<file path="src/rtl/pin_event_pkg.sv">
package pin_event_pkg;

  localparam int ADDR_W = 8;
  localparam int DATA_W = 8;

  localparam logic [ADDR_W-1:0] ADDR_DIR = 8'hE0;
  localparam logic [ADDR_W-1:0] ADDR_DRV = 8'hE1;
  localparam logic [ADDR_W-1:0] ADDR_OUT = 8'hE4;
  localparam logic [ADDR_W-1:0] ADDR_IEN = 8'hE5;
  localparam logic [ADDR_W-1:0] ADDR_STS = 8'hE6;

  typedef enum logic [2:0] {
    SEL_NONE,
    SEL_DIR,
    SEL_DRV,
    SEL_OUT,
    SEL_IEN,
    SEL_STS
  } reg_sel_e;

  function automatic reg_sel_e decode_addr(input logic [ADDR_W-1:0] a);
    reg_sel_e s;
    case (a)
      ADDR_DIR: s = SEL_DIR;
      ADDR_DRV: s = SEL_DRV;
      ADDR_OUT: s = SEL_OUT;
      ADDR_IEN: s = SEL_IEN;
      ADDR_STS: s = SEL_STS;
      default:  s = SEL_NONE;
    endcase
    return s;
  endfunction

endpackage

</file>
<file path="src/rtl/pin_sync_edge.sv">
module pin_sync_edge #(
  parameter int NPIN = 2
) (
  input  logic            clk,
  input  logic            rst_n,
  input  logic [NPIN-1:0] pin_in,
  input  logic [NPIN-1:0] is_out,
  output logic [NPIN-1:0] evt
);

  for (genvar g = 0; g < NPIN; g++) begin : g_pin
    logic meta_q, sync_q, prev_q;
    logic meta_d, sync_d, prev_d;

    always_comb begin
      meta_d = pin_in[g];
      sync_d = meta_q;
      prev_d = sync_q;
    end

    always_ff @(posedge clk or negedge rst_n) begin
      if (!rst_n) begin
        meta_q <= 1'b0;
        sync_q <= 1'b0;
        prev_q <= 1'b0;
      end else begin
        meta_q <= meta_d;
        sync_q <= sync_d;
        prev_q <= prev_d;
      end
    end

    // a level change counts only while the pin is an input
    assign evt[g] = (sync_q ^ prev_q) & ~is_out[g];
  end

endmodule

</file>
<file path="src/rtl/pin_regfile.sv">
module pin_regfile
  import pin_event_pkg::*;
#(
  parameter int NPIN = 2
) (
  input  logic              clk,
  input  logic              rst_n,
  input  logic [ADDR_W-1:0] addr,
  input  logic [DATA_W-1:0] wdata,
  input  logic              rd,
  input  logic              wr,
  input  logic [NPIN-1:0]   evt,
  output logic [DATA_W-1:0] rdata,
  output logic [NPIN-1:0]   dir_o,
  output logic [NPIN-1:0]   pp_o,
  output logic [NPIN-1:0]   out_o,
  output logic [NPIN-1:0]   ien_o,
  output logic [NPIN-1:0]   sts_o
);

  reg_sel_e          sel;
  logic [NPIN-1:0]   dir_q, dir_d;
  logic [NPIN-1:0]   pp_q, pp_d;
  logic [NPIN-1:0]   out_q, out_d;
  logic [NPIN-1:0]   ien_q, ien_d;
  logic [NPIN-1:0]   sts_q, sts_d;
  logic [DATA_W-1:0] rdata_q, rdata_d;
  logic [DATA_W-1:0] rd_val;
  logic              rd_sts;

  always_comb begin
    sel    = decode_addr(addr);
    rd_sts = rd && (sel == SEL_STS);

    dir_d = dir_q;
    pp_d  = pp_q;
    out_d = out_q;
    ien_d = ien_q;
    if (wr) begin
      case (sel)
        SEL_DIR: dir_d = wdata[NPIN-1:0];
        SEL_DRV: pp_d  = wdata[NPIN-1:0];
        SEL_OUT: out_d = wdata[NPIN-1:0];
        SEL_IEN: ien_d = wdata[NPIN-1:0];
        default: ;
      endcase
    end

    // clear-on-read loses to a change seen in the same cycle
    sts_d = (rd_sts ? '0 : sts_q) | evt;

    rd_val = '0;
    case (sel)
      SEL_DIR: rd_val[NPIN-1:0] = dir_q;
      SEL_DRV: rd_val[NPIN-1:0] = pp_q;
      SEL_OUT: rd_val[NPIN-1:0] = out_q;
      SEL_IEN: rd_val[NPIN-1:0] = ien_q;
      SEL_STS: rd_val[NPIN-1:0] = sts_q;
      default: ;
    endcase
    rdata_d = rd ? rd_val : rdata_q;
  end

  always_ff @(posedge clk or negedge rst_n) begin
    if (!rst_n) begin
      dir_q   <= '0;
      pp_q    <= '0;
      out_q   <= '0;
      ien_q   <= '0;
      sts_q   <= '0;
      rdata_q <= '0;
    end else begin
      dir_q   <= dir_d;
      pp_q    <= pp_d;
      out_q   <= out_d;
      ien_q   <= ien_d;
      sts_q   <= sts_d;
      rdata_q <= rdata_d;
    end
  end

  assign rdata = rdata_q;
  assign dir_o = dir_q;
  assign pp_o  = pp_q;
  assign out_o = out_q;
  assign ien_o = ien_q;
  assign sts_o = sts_q;

endmodule

</file>
<file path="src/rtl/pin_drive.sv">
module pin_drive #(
  parameter int NPIN = 2
) (
  input  logic [NPIN-1:0] dir,
  input  logic [NPIN-1:0] pp,
  input  logic [NPIN-1:0] dat,
  output logic [NPIN-1:0] pad_out,
  output logic [NPIN-1:0] pad_oe
);

  for (genvar g = 0; g < NPIN; g++) begin : g_drv
    always_comb begin
      if (!dir[g]) begin
        pad_out[g] = 1'b0;
        pad_oe[g]  = 1'b0;
      end else if (pp[g]) begin
        pad_out[g] = dat[g];
        pad_oe[g]  = 1'b1;
      end else begin
        // open-drain: pull low for 0, release for 1
        pad_out[g] = 1'b0;
        pad_oe[g]  = ~dat[g];
      end
    end
  end

endmodule

</file>
<file path="src/rtl/pin_event_ctrl.sv">
module pin_event_ctrl
  import pin_event_pkg::*;
#(
  parameter int NPIN = 2
) (
  input  logic              clk,
  input  logic              rst_n,
  input  logic [ADDR_W-1:0] bus_addr,
  input  logic [DATA_W-1:0] bus_wdata,
  input  logic              bus_rd,
  input  logic              bus_wr,
  output logic [DATA_W-1:0] bus_rdata,
  input  logic [NPIN-1:0]   pin_in,
  output logic [NPIN-1:0]   pin_out,
  output logic [NPIN-1:0]   pin_oe,
  output logic              alert_n,
  output logic              sts_any
);

  logic            rst_meta_q, rst_n_s;
  logic [NPIN-1:0] dir_w, pp_w, out_w, ien_w, sts_w, evt_w;

  always_ff @(posedge clk or negedge rst_n) begin
    if (!rst_n) begin
      rst_meta_q <= 1'b0;
      rst_n_s    <= 1'b0;
    end else begin
      rst_meta_q <= 1'b1;
      rst_n_s    <= rst_meta_q;
    end
  end

  pin_sync_edge #(.NPIN(NPIN)) u_edge (
    .clk    (clk),
    .rst_n  (rst_n_s),
    .pin_in (pin_in),
    .is_out (dir_w),
    .evt    (evt_w)
  );

  pin_regfile #(.NPIN(NPIN)) u_regs (
    .clk   (clk),
    .rst_n (rst_n_s),
    .addr  (bus_addr),
    .wdata (bus_wdata),
    .rd    (bus_rd),
    .wr    (bus_wr),
    .evt   (evt_w),
    .rdata (bus_rdata),
    .dir_o (dir_w),
    .pp_o  (pp_w),
    .out_o (out_w),
    .ien_o (ien_w),
    .sts_o (sts_w)
  );

  pin_drive #(.NPIN(NPIN)) u_drive (
    .dir     (dir_w),
    .pp      (pp_w),
    .dat     (out_w),
    .pad_out (pin_out),
    .pad_oe  (pin_oe)
  );

  assign alert_n = ~|(sts_w & ien_w & ~dir_w);
  assign sts_any = |sts_w;

endmodule

</file>
<file path="config.mk">
export PLATFORM = sky130hd
export DESIGN_NAME = pin_event_ctrl
export DESIGN_NICKNAME = d
export VERILOG_FILES = /design/src/rtl/pin_event_pkg.sv /design/src/rtl/pin_sync_edge.sv /design/src/rtl/pin_regfile.sv /design/src/rtl/pin_drive.sv /design/src/rtl/pin_event_ctrl.sv
export SDC_FILE = /design/constraint.sdc
export NUM_CORES = 1
export LEC_CHECK = 0
export ABC_AREA = 1
export BUFFER_PORTS_ARGS = -buffer_cell sky130_fd_sc_hd__buf_2
export CAP_MARGIN = 20
export CORE_MARGIN = 1
export CORE_UTILIZATION = 50
export DETAILED_ROUTE_END_ITERATION = 10
export PLACE_DENSITY_LB_ADDON = 0.2
export SETUP_SLACK_MARGIN = 0.15
export SYNTH_ARGS = -nofsm -noshare
export SYNTH_HDL_FRONTEND = slang
export SYNTH_HIERARCHICAL = 1
export SYNTH_SLANG_ARGS = --single-unit
</file>
<file path="constraint.sdc">
create_clock -name clk -period 1.6 [get_ports clk]
set_input_delay 0.16 -clock clk [delete_from_list [all_inputs] [get_ports clk]]
set_output_delay 0.16 -clock clk [all_outputs]
set_load 0.1 [all_outputs]
</file>
# --- Word-level counts from Yosys, hierarchy flattened ---
# Index checks and enable logic that the tools add are counted.
op_classes:
  bitwise: 12
  eq_ne: 10
  n_reduce_logical: 8
  muxes: 11
op_table:
  columns: ["cell", "count"]
  rows:
  - ["== test 8 bit, second input constant", 5]
  - ["one-hot mux 3 bit (5 select lines)", 1]
  - ["one-hot mux 2 bit (5 select lines)", 1]
  - ["2-to-1 mux 1 bit", 8]
  - ["AND reduction 2 bit", 4]
  - ["== test 3 x 2 -> 1 bit, second input constant", 2]
  - ["== test 3 bit, second input constant", 2]
  - ["AND 2 bit", 2]
  - ["NOT 1 bit", 4]
  - ["OR reduction 2 bit", 2]
  - ["== test 3 x 1 -> 1 bit, second input constant", 1]
  - ["AND 1 bit", 2]
  - ["2-to-1 mux 2 bit", 1]
  - ["NOT 2 bit", 1]
  - ["OR 2 bit", 1]
  - ["XOR 1 bit", 2]
  - ["logical AND 1 bit", 1]
  - ["logical NOT 1 bit", 1]
totals:
  in_bits: 22
  output_inout_bits: 14
  word_cells: 55
  ff_bits: 20

# --- Longest topological paths before layout ---
logic_depth:
  ltp_word: 6
  ltp_mapped: 8
  depth_no_buf: 7

# --- Cells and area by module ---
# The synthesis kept the hierarchy.
modules_own_cells:
  columns: ["mod", "area_per_inst_um2", "seq_area_each_um2", "n_inst", "cells_each"]
  rows:
  - ["pin_regfile", 818.3, 300.3, 1, 99]
  - ["pin_sync_edge", 187.7, 150.1, 1, 16]
  - ["pin_event_ctrl", 78.8, 50.0, 1, 9]
  - ["pin_drive", 52.6, 0.0, 1, 10]

# --- Worst setup path after synthesis ---
# No wires, ideal clock.
synth_timing:
  kind: "flip-flop to output port"
  start: "register u_regs.sts_q[1] (netlist: u_regs/sts_o[1])"
  end: "output port alert_n"
  slack_ns: -0.299
  arrival_time_ns: 1.739
  path_stages_with_launch: 4
  t_required_ns: 1.440
  n_path_buf: 0
  path_cell_list: "dfrtp_1 nand2_1 nor2_1 nor2_1"
synth_between:
  elab_chain_cells: 4
synth_rtl:
  columns: ["item", "line", "source"]
  rows:
  - ["start: declaration", "pin_regfile.sv:26", "logic [NPIN-1:0] sts_q, sts_d;"]
  - ["start signal: assignment", "pin_regfile.sv:77", "sts_q <= sts_d;"]
  - ["AND 2 bit (2 in a row)", "pin_event_ctrl.sv:65", "assign alert_n = ~|(sts_w & ien_w & ~dir_w);"]
  - ["OR reduction 2 bit", "pin_event_ctrl.sv:65", null]
  - ["logical NOT 1 bit", "pin_event_ctrl.sv:65", null]
  - ["end: declaration", "pin_event_ctrl.sv:16", "output logic alert_n,"]
# No other way between the ends.

# --- Worst setup path after layout ---
layout_timing:
  start: "register u_regs.dir_q[1] (netlist: u_regs/dir_o[1])"
  end: "output port pin_oe[1]"
layout_between:
  elab_chain_cells: 1
layout_rtl:
  columns: ["item", "line", "source"]
  rows:
  - ["start: declaration", "pin_regfile.sv:22", "logic [NPIN-1:0] dir_q, dir_d;"]
  - ["start signal: assignment", "pin_regfile.sv:73", "dir_q <= dir_d;"]
  - ["2-to-1 mux 1 bit", "pin_drive.sv:13", "if (!dir[g]) begin"]
  - ["end: declaration", "pin_event_ctrl.sv:15", "output logic [NPIN-1:0] pin_oe,"]
# No other way between the ends.

==> summary.txt <==
Global route
  • Tot GR Track Use: 17.21%
  • Antenna violations before repair: 0
  • Vias in the first global route: 829
  • Total gr overflow: 0
  • First-pass GRT wire length: 3263 µm
  • Largest net degree at the start of global routing: 19

CTS
  • Clock Path Buffers: 2
  • Htree depth: 1
  • Post-CTS Setup Inserts: 0
  • Clk_lat worst skew: 300 ps
  • CTS tree: done
  • CTS root buf: clkbuf_4
  • Reg clk slew, reported paths: 100 ps
  • CTS buffer count: 3
  • Clock Sinks: 20

Place
  • Port Buf Inserts: 23
  • Placer Congestion: 0.8049
  • Post-DP HPWL: 1421 µm

Die
  • Die area: 2470 µm²
  • Die width: 49.70 µm
  • Initial Util: 55.70%
  • Core Area: 2042 µm²
  • Row count: 16
  • DIE HEIGHT: 49.70 µm
  • Io pins: 36

Pwr
  • Reg power frac: 47.3%
  • Switch share: 28.63%
  • P_sw: 332.5 µW
  • Pwr/cell area: 847.7 nW/µm²
  • Leakage power: 0.0007662 µW
  • Clock power share: 34.6%
  • Pint: 828.9 µW
  • Gate power share: 18.1%
  • Worst vdd ir: 0.6040 mV

Finish
  • Commonest non-fill, non-tap cell in the layout: nand2_1
  • Share of cells above drive strength 1: 34.78%
  • ANT cells: 0
  • Synthesis-to-layout area growth: 20.46%
  • Nets: 184
  • Most frequent cells in the layout: 33 x nand2_1, 19 x dfrtp_1, 17 x buf_2

Setup path
  • Crit path arrival time: 1210 ps
  • R2R Setup Slk: 690 ps
  • CP Class: flop to primary output
  • Startpoint type of the worst setup path: flop
  • Critical path, cell by cell: inv_1 > a21oi_4 > buf_6
  • Worst setup EP type: primary output
  • Crit Path Max Fanout: 5
  • Worst path bufs/invs: 2
  • Worst Path Required: 1440 ps
  • Max incr delay on CP: 450 ps
  • CP top delay family: flip-flops
  • Worst path slowest cell: dfrtp_1

Timing
  • Max_slew headroom: 54.81%
  • Clk_skew: 8.063 ps
  • Min Hold Slack: 116.0 ps
  • Fmax: 728.0 MHz
  • Final Cycle Share: 85.86%
  • Min Tclk post-route: 1374 ps
  • Final setup viols: 0
  • Fin. max-slew vios: 0
  • Worst Tran Pin Value: 677.8 ps
  • RSZ-0062 raised after global routing: false
  • Setup TNS: 0 ps
  • Fin. Hold Viols: 0

Synthesis
  • Synthesized-area fraction occupied by xor and xnor cells: 0%
  • Post-synthesis simple-gate area fraction: 36.52%
  • Register area share after synthesis: 44.00%
  • Mux contribution to synthesized area: 0%
  • Count of cell types in the netlist: 19
  • Largest family of logic cells by synthesized area: simple AND/OR/NAND/NOR gates
  • #FFs+latches synth: 20
  • Synth Area in Compound Gates: 7.701%
  • Cell area after synthesis: 1137 µm²
  • Adder-cell area share of the yosys netlist: 0%
  • Post-Syn Area per Cell: 8.488 µm²
  • Mapped Cells: 134
  • Synth warnings: 6

Detailed routing
  • Drt via density: 4.585
  • Via count: 862
  • TritonRoute pass-1 iters: 4
  • Total Routed Length: 1785 µm
  • Residual DRC: 0
  • Iter 0 DRT Violations: 13
  • Final ANT Viol Nets: 0
  • Wire per inst: 9.495 µm

Min path
  • Hold Crit Class: primary input to flop

Run
  • Max-Cap Viols: 0

Status
  • Status: finished, final reports clean
[worst min-delay path: cells and delay by family]
kind | cells | cell delay, ps
buf+inv | 1 | 120
simple gates | 2 | 100
[layout make-up]
type,count,area [µm²]
Clock buffer,3,22.52
Multi-Input combinational cell,96,546.8
Inverter,15,56.30
Fill cell,172,671.9
Sequential cell,20,501.7
Timing Repair Buffer,26,178.9
Tap cell,27,33.78
Clock inverter,1,30.03
[kinds of logic after synthesis]
| kind of cell | count (synthesis) |
|---|---|
| compound gates | 14 |
| buf+inv | 23 |
| flops | 20 |
| other cells | 2 |
| simple gates | 75 |
[power by group through the flow]
stage	logic (µW)	clock network, µW	registers [µW]
final	210	402	549
after global routing	224	439	556
after CTS	207	418	551
after detailed placement	198	0	561
after global placement	195	0	560
after floorplan	177	0	555
[worst paths after layout]
kind,cells after the start,endpoint,startpoint
setup / recovery,3,pin_oe[1],u_regs/dir_o[1]
hold / removal,3,u_regs/pp_o[1],bus_wdata[1]
setup reg to reg,4,u_regs/rdata[0],u_regs/out_o[0]
hold reg to reg,0,u_edge/g_pin[1].prev_d,rst_n_s
max in group asynchronous,0,u_regs/dir_o[0],rst_n_s
min in group asynchronous,2,rst_meta_q,rst_n
[stage by stage]
| stage | total power [µW] | util, % | instances | worst slack (ps) | area (µm²) |
|---|---|---|---|---|---|
| detailed placement | 758.8 | 61.34 | 181 | 360.9 | 1252 |
| global placement | 754.5 | 61.34 | 181 | 366.6 | 1252 |
| floorplan | 732.2 | - | 139 | 154.9 | 1174 |
| CTS | 1176 | 66.18 | 188 | 135.5 | 1351 |
| finish | 1161 | 67.10 | 188 | 226.3 | 1370 |
| global route | 1218 | 67.10 | 188 | 154.0 | 1370 |
[registers in the layout, summed over array words and instances (netlist names), 2 cells and up]
signal	flops
u_edge/g_pin.prev_d	2
u_regs/dir_o	2
u_regs/pp_o	2
u_edge/g_pin.meta_q	2
u_regs/out_o	2
u_regs/sts_o	2
u_regs/ien_o	2
u_regs/rdata	2
u_edge/g_pin.prev_q	2
[per-layer routing]
metal	up-vias	wire length (µm)	GRT usage, %
li1	453	-	-
met1	384	869	21.91
met2	23	832	27.93
met3	2	69	3.704
met4	0	13	7.619
met5	-	0	0
[Yosys cell counts (all sizes together)]
cell type / instances / area share (%)
a21oi: 2 / 1.5
buf: 8 / 6.2
conb: 2 / 0.66
dfrtp: 20 / 44
inv: 15 / 5.0
nand2: 42 / 18
nand3: 12 / 5.3
nor2: 20 / 13
o21ai: 8 / 3.5
o21bai: 4 / 2.6
or2: 1 / 0.55
[timing repair]
item                       CTS  global route
setup endpoints to repair    5             6
hold endpoints to repair     4             0
hold buffers                 3             0
gates resized for setup      6             7
Power figures use the tool's default switching activity.
